## src/rtl/ackpoll_pkg.sv

```systemverilog
package ackpoll_pkg;

  typedef enum logic [1:0] {
    OP_START   = 2'd0,
    OP_WRITE   = 2'd1,
    OP_STOP    = 2'd2,
    OP_RESTART = 2'd3
  } cmdOp_e;

  typedef enum logic [1:0] {
    BYTE_SELW = 2'd0,
    BYTE_ADDR = 2'd1,
    BYTE_SELR = 2'd2
  } byteSel_e;

  typedef enum logic [2:0] {
    ST_IDLE, ST_START, ST_SEL, ST_GAP, ST_FAIL, ST_ADDR, ST_RST, ST_RSEL
  } state_e;

  // strobes from control to datapath
  typedef struct packed {
    logic     loadCfg;
    logic     incCnt;
    logic     ackSeen;
    logic     shiftAddr;
    logic     setErr;
    byteSel_e byteSel;
  } strobe_t;

endpackage

```

## src/rtl/ackpoll_ctrl.sv

```systemverilog
module ackpoll_ctrl
  import ackpoll_pkg::*;
(
  input  logic    clk,
  input  logic    rst_n,
  input  logic    startPoll,
  input  logic    cmdDone,
  input  logic    cmdAck,
  input  logic    lastAttempt,
  input  logic    lastAddrByte,
  input  logic    readNextQ,
  input  logic    stopBetweenQ,
  output logic    cmdValid,
  output cmdOp_e  cmdOp,
  output strobe_t stb,
  output logic    busy
);

  state_e state, nxt;

  always_ff @(posedge clk) begin
    if (!rst_n) state <= ST_IDLE;
    else        state <= nxt;
  end

  always_comb begin
    nxt         = state;
    stb         = '0;
    stb.byteSel = BYTE_SELW;
    cmdValid    = 1'b1;
    cmdOp       = OP_WRITE;
    case (state)
      ST_IDLE: begin
        cmdValid = 1'b0;
        if (startPoll) begin
          stb.loadCfg = 1'b1;
          nxt         = ST_START;
        end
      end
      ST_START: begin
        cmdOp = OP_START;
        if (cmdDone) nxt = ST_SEL;
      end
      ST_SEL: begin
        stb.byteSel = BYTE_SELW;
        if (cmdDone) begin
          stb.incCnt = 1'b1;
          if (cmdAck) begin
            stb.ackSeen = 1'b1;
            nxt         = ST_ADDR;
          end else if (lastAttempt) begin
            nxt = ST_FAIL;
          end else if (stopBetweenQ) begin
            nxt = ST_GAP;
          end else begin
            nxt = ST_START;
          end
        end
      end
      ST_GAP: begin
        cmdOp = OP_STOP;
        if (cmdDone) nxt = ST_START;
      end
      ST_FAIL: begin
        cmdOp = OP_STOP;
        if (cmdDone) begin
          stb.setErr = 1'b1;
          nxt        = ST_IDLE;
        end
      end
      ST_ADDR: begin
        stb.byteSel = BYTE_ADDR;
        if (cmdDone) begin
          stb.shiftAddr = 1'b1;
          if (lastAddrByte) nxt = readNextQ ? ST_RST : ST_IDLE;
        end
      end
      ST_RST: begin
        cmdOp = OP_RESTART;
        if (cmdDone) nxt = ST_RSEL;
      end
      ST_RSEL: begin
        stb.byteSel = BYTE_SELR;
        if (cmdDone) nxt = ST_IDLE;
      end
      default: begin
        cmdValid = 1'b0;
        nxt      = ST_IDLE;
      end
    endcase
  end

  assign busy = (state != ST_IDLE);

endmodule

```

## src/rtl/ackpoll_dp.sv

```systemverilog
module ackpoll_dp
  import ackpoll_pkg::*;
#(
  parameter  int ADDR_BYTES = 2,
  parameter  int CNT_W      = 8,
  localparam int ADDR_W     = 8 * ADDR_BYTES,
  localparam int IDX_W      = (ADDR_BYTES > 1) ? $clog2(ADDR_BYTES) : 1
) (
  input  logic              clk,
  input  logic              rst_n,
  input  strobe_t           stb,
  input  logic [6:0]        devAddr,
  input  logic [ADDR_W-1:0] byteAddr,
  input  logic              readNext,
  input  logic              stopBetween,
  input  logic [CNT_W-1:0]  maxAttempts,
  output logic [7:0]        cmdData,
  output logic              lastAttempt,
  output logic              lastAddrByte,
  output logic              readNextQ,
  output logic              stopBetweenQ,
  output logic              pollDone,
  output logic              timeoutErr,
  output logic [CNT_W-1:0]  attemptCount
);

  logic [6:0]        devQ;
  logic [ADDR_W-1:0] addrQ;
  logic [CNT_W-1:0]  maxQ;
  logic [CNT_W-1:0]  cnt;
  logic [IDX_W-1:0]  idx;
  logic              errQ;
  logic              doneQ;

  always_ff @(posedge clk) begin
    if (!rst_n) begin
      devQ         <= '0;
      addrQ        <= '0;
      maxQ         <= '0;
      readNextQ    <= 1'b0;
      stopBetweenQ <= 1'b0;
      cnt          <= '0;
      idx          <= '0;
      errQ         <= 1'b0;
      doneQ        <= 1'b0;
    end else begin
      doneQ <= stb.ackSeen;
      if (stb.loadCfg) begin
        devQ         <= devAddr;
        addrQ        <= byteAddr;
        maxQ         <= maxAttempts;
        readNextQ    <= readNext;
        stopBetweenQ <= stopBetween;
        cnt          <= '0;
        idx          <= '0;
        errQ         <= 1'b0;
      end
      if (stb.incCnt) cnt <= cnt + 1'b1;
      if (stb.shiftAddr) begin
        addrQ <= addrQ << 8;
        idx   <= idx + 1'b1;
      end
      if (stb.setErr) errQ <= 1'b1;
    end
  end

  // the probe now in flight is the last one allowed (limit 0 acts as 1)
  assign lastAttempt  = ((CNT_W+1)'(cnt) + 1'b1) >= (CNT_W+1)'(maxQ);
  assign lastAddrByte = (idx == IDX_W'(ADDR_BYTES - 1));

  always_comb begin
    case (stb.byteSel)
      BYTE_ADDR: cmdData = addrQ[ADDR_W-1 -: 8];
      BYTE_SELR: cmdData = {devQ, 1'b1};
      default:   cmdData = {devQ, 1'b0};
    endcase
  end

  assign pollDone     = doneQ;
  assign timeoutErr   = errQ;
  assign attemptCount = cnt;

endmodule

```

## src/rtl/ackpoll_seq.sv

```systemverilog
module ackpoll_seq
  import ackpoll_pkg::*;
#(
  parameter  int ADDR_BYTES = 2,
  parameter  int CNT_W      = 8,
  localparam int ADDR_W     = 8 * ADDR_BYTES
) (
  input  logic              clk,
  input  logic              rst_n,
  input  logic              startPoll,
  input  logic [6:0]        devAddr,
  input  logic [ADDR_W-1:0] byteAddr,
  input  logic              readNext,
  input  logic [CNT_W-1:0]  maxAttempts,
  input  logic              stopBetween,
  output logic              cmdValid,
  output logic [1:0]        cmdOp,
  output logic [7:0]        cmdData,
  input  logic              cmdDone,
  input  logic              cmdAck,
  output logic              busy,
  output logic              pollDone,
  output logic              timeoutErr,
  output logic [CNT_W-1:0]  attemptCount
);

  strobe_t stb;
  cmdOp_e  opE;
  logic    lastAttempt, lastAddrByte, readNextQ, stopBetweenQ;

  ackpoll_ctrl ctrl_i (
    .clk          (clk),
    .rst_n        (rst_n),
    .startPoll    (startPoll),
    .cmdDone      (cmdDone),
    .cmdAck       (cmdAck),
    .lastAttempt  (lastAttempt),
    .lastAddrByte (lastAddrByte),
    .readNextQ    (readNextQ),
    .stopBetweenQ (stopBetweenQ),
    .cmdValid     (cmdValid),
    .cmdOp        (opE),
    .stb          (stb),
    .busy         (busy)
  );

  ackpoll_dp #(.ADDR_BYTES(ADDR_BYTES), .CNT_W(CNT_W)) dp_i (
    .clk          (clk),
    .rst_n        (rst_n),
    .stb          (stb),
    .devAddr      (devAddr),
    .byteAddr     (byteAddr),
    .readNext     (readNext),
    .stopBetween  (stopBetween),
    .maxAttempts  (maxAttempts),
    .cmdData      (cmdData),
    .lastAttempt  (lastAttempt),
    .lastAddrByte (lastAddrByte),
    .readNextQ    (readNextQ),
    .stopBetweenQ (stopBetweenQ),
    .pollDone     (pollDone),
    .timeoutErr   (timeoutErr),
    .attemptCount (attemptCount)
  );

  assign cmdOp = opE;

endmodule

```

## config.mk

```make
export PLATFORM = sky130hd
export DESIGN_NAME = ackpoll_seq
export DESIGN_NICKNAME = d
export VERILOG_FILES = /design/src/rtl/ackpoll_pkg.sv /design/src/rtl/ackpoll_ctrl.sv /design/src/rtl/ackpoll_dp.sv /design/src/rtl/ackpoll_seq.sv
export SDC_FILE = /design/constraint.sdc
export NUM_CORES = 1
export LEC_CHECK = 0
export ABC_CLOCK_PERIOD_IN_PS = 3700
export BUFFER_PORTS_ARGS = -buffer_cell sky130_fd_sc_hd__buf_4
export CELL_PAD_IN_SITES_DETAIL_PLACEMENT = 0
export CELL_PAD_IN_SITES_GLOBAL_PLACEMENT = 1
export CORE_AREA = 2 2 85 79
export CTS_BUF_LIST = sky130_fd_sc_hd__clkbuf_16
export DETAILED_ROUTE_END_ITERATION = 7
export DIE_AREA = 0 0 87 81
export MAX_ROUTING_LAYER = met4
export PLACE_DENSITY_LB_ADDON = 0.1
export SYNTH_ARGS = -nofsm -noshare
export SYNTH_HDL_FRONTEND = slang
export SYNTH_SLANG_ARGS = --single-unit
```

## constraint.sdc

```tcl
create_clock -name clk -period 3.7 [get_ports clk]
set_input_delay 1.11 -clock clk [delete_from_list [all_inputs] [get_ports clk]]
set_output_delay 1.11 -clock clk [all_outputs]
set_load 0.03 [all_outputs]
```

==> summary.txt <==
CTS tree: done
CTS Sinks: 47
Min Hold Slack: 455 ps
Mean Syn Cell Area: 7.94 sq um
Total chip power: 1.24 mW
GP Congestion: 0.749
Synth area leaders: dfxtp_1 39%, nand2_1 9.7%, a21oi_1 9.4%
Post-synth net total: 356
Setup WS post-layout: 220 ps
CP Capture Type: output pin
Cell with the most instances after synthesis: nand2_1
Clk_lat worst skew: 290 ps
Clk_skew: 5.30 ps
Hold Buf Count CTS: 0
Netlist area before placement: 0.00244 sq mm
Pre-CTS WS: 543 ps
Final period util: 0.941
Asr flop ratio synth: 0
Routed len/inst: 14.2 um
Final min period: 3480 ps
Max cap viols: 0
Synth top area share: 0.386
Setup Viol. Count Final: 0
Post-CTS Resized: 0
Core Rows: 28
Die area: 0.00705 sq mm
Pint: 929 uW
Util after Layout: 0.491
Area grow syn2layout: 26.3%
Logic pwr share: 0.142
Crit-path cells: nand3_1, ha_1, nor2b_1, a22o_1, buf_4
Top FF cell, synth: dfxtp_1
Root Buffer: clkbuf_16
#FFs+latches synth: 47
Remaining routing DRC violations: 0
DRT antenna net count: 0
Initial antenna violation count: 0
Max transition margin: 0.294
Clk slew on worst S/H paths: 70 ps
FF-to-FF path depth: 9
Most common library cells after synthesis: 63 x nand2_1, 47 x dfxtp_1, 46 x a21oi_1, 12 x inv_1, 12 x nor2_1
Hold depth: 2
Post-Route Setup TNS: 0 ps
Core Area: 0.00627 sq mm
Via density: 5.24
Vias in the first global route: 2100
Worst EP required: 2590 ps
WP data arrival: 2370 ps
Peak VDD IR: 0.180 mV
Hold Startpoint: dp_i.addrQ[5]$_SDFFE_PP0P_
Reg2reg setup slack: 860 ps
Hold Crit Class: reg2reg
GR Overflow Total: 0
RSZ-0062 raised after global routing: no
Reg power frac: 0.443
Max incr delay on CP: 690 ps
PD cells: 403 mW/mm^2
Port Buffers: 59
Cell taking the most area after synthesis: dfxtp_1
Clk buf depth: 2
Outcome: finished clean
Synth warn: 0
DRT Wirelength: 6170 um
DP HPWL: 4310 um
Hold Fails Final Rpt: 0
CP Max Fanout: 18
Via count: 2280
First-pass GRT wire length: 10100 um
Die width: 87 um
Fin nets: 408
Share of cells above drive strength 1: 0.217
Iteration count of the initial detailed-routing pass: 4
Post-CTS Setup Inserts: 0
Pleak: 1.33 nW
Ports: 60
Cts bufs inserted: 5
Largest net degree at the start of global routing: 36
Sequential area share after synthesis: 0.386
Fmax: 287 MHz
Switching share of power: 0.251
R2R Path Start: dp_i.attemptCount[0]$_SDFFE_PN0P_
Startpoint types: flop
Yosys cell types: 46
Post-synth EDFFs: 0
Net switching power figure: 311 uW
CP Class: reg2out
# H-tree levels: 2
Post-synthesis cell count: 307
Antenna diode count: 0
Max-slew violations: 0
Filler cells: 659
Starting density of the core: 0.389
Clock share of power: 0.414
Worst path slowest cell: dfxtp_1
All-Layer GR Usage: 0.189
Critical Path Source: ctrl_i.state[0]$_SDFFE_PN0P_
Die height: 81 um
Worst-Margin Slew: 1050 ps
Iter 0 DRT Violations: 67
-- final cells by class --
class	instances	area [sq um]	area share
clock buffer	5	125	0.0406
multi-input combinational	229	1360	0.440
sequential	47	941	0.305
tap	75	93.8	0.0305
inverter	13	48.8	0.0158
timing repair buffer	63	473	0.154
clock inverter	3	43.8	0.0142
-- per-layer routing --
metal,share of wire,vias to the layer above,global-route usage
met1,0.49,1049,0.263
met2,0.45,50,0.283
met5,0,-,-
li1,-,1175,-
met3,0.044,6,0.0427
met4,0.0099,0,0.0375
-- flip-flops by register name (all words and copies together) (netlist names) --
| signal | count |
|---|---|
| dp_i.pollDone | 1 |
| dp_i.lastAddrByte | 1 |
| dp_i.stopBetweenQ | 1 |
| dp_i.timeoutErr | 1 |
| dp_i.devQ | 7 |
| dp_i.addrQ | 16 |
| dp_i.attemptCount | 8 |
| dp_i.maxQ | 8 |
| dp_i.readNextQ | 1 |
| ctrl_i.state | 3 |
-- kinds of logic (layout without fill, tap and decap cells) --
logic type                 after synthesis  after routing  synth area share
AOI/OAI and AO/OA                       91             91             0.226
muxes                                    3              3            0.0128
and+or+nand+nor                        118            118             0.239
adders and majority gates               11             11            0.0564
xor gates and xnor gates                 6              6            0.0215
DFF                                     47             47             0.386
buffers and inverters                   31             84            0.0585
-- final timing paths --
check                                                     to
worst max-delay path                              cmdData[4]
worst min register to register    dp_i.addrQ[5]$_SDFFE_PP0P_
worst min-delay path              dp_i.addrQ[5]$_SDFFE_PP0P_
worst max register to register  ctrl_i.state[0]$_SDFFE_PN0P_
-- critical path, delay by kind of cell, from the launching register on --
kind | cells | cell delay, ps
flip-flops | 1 | 690
adder cells (fa/ha/maj) | 1 | 350
AND/OR/NAND/NOR | 2 | 660
AO/OA/AOI/OAI | 1 | 240
buffers and inverters | 1 | 150
-- per-stage QoR --
| step | std cells | cell area, sq um |
|---|---|---|
| 2_1_floorplan | 307 | 2440 |
| 3_3_place_gp | 427 | 2910 |
| 3_5_place_dp | 427 | 2910 |
| 4_1_cts | 435 | 3080 |
| 5_1_grt | 435 | 3080 |
| 6_report | 435 | 3080 |
-- power groups by stage --
stage	clock, mW	sequential, mW	combinational, mW
floorplan	0	0.552	0.116
global placement	0	0.561	0.176
detailed placement	0	0.562	0.177
CTS	0.528	0.550	0.178
global route	0.555	0.554	0.197
finish	0.514	0.550	0.176
-- cells in the final DEF, fill, tap and decap left out, types with 5 or more instances in the layout --
cell type and count:
dfxtp_1 47, o21ai_0 11, nor2_1 12, nand3_1 5, nand2_1 63, a22o_1 8
and3_1 6, nand2b_1 5, inv_1 12, a21oi_1 46, buf_4 63, clkbuf_16 5
ha_1 11, nor2b_1 6, a22oi_1 10
(Power assumes the default switching activity.)
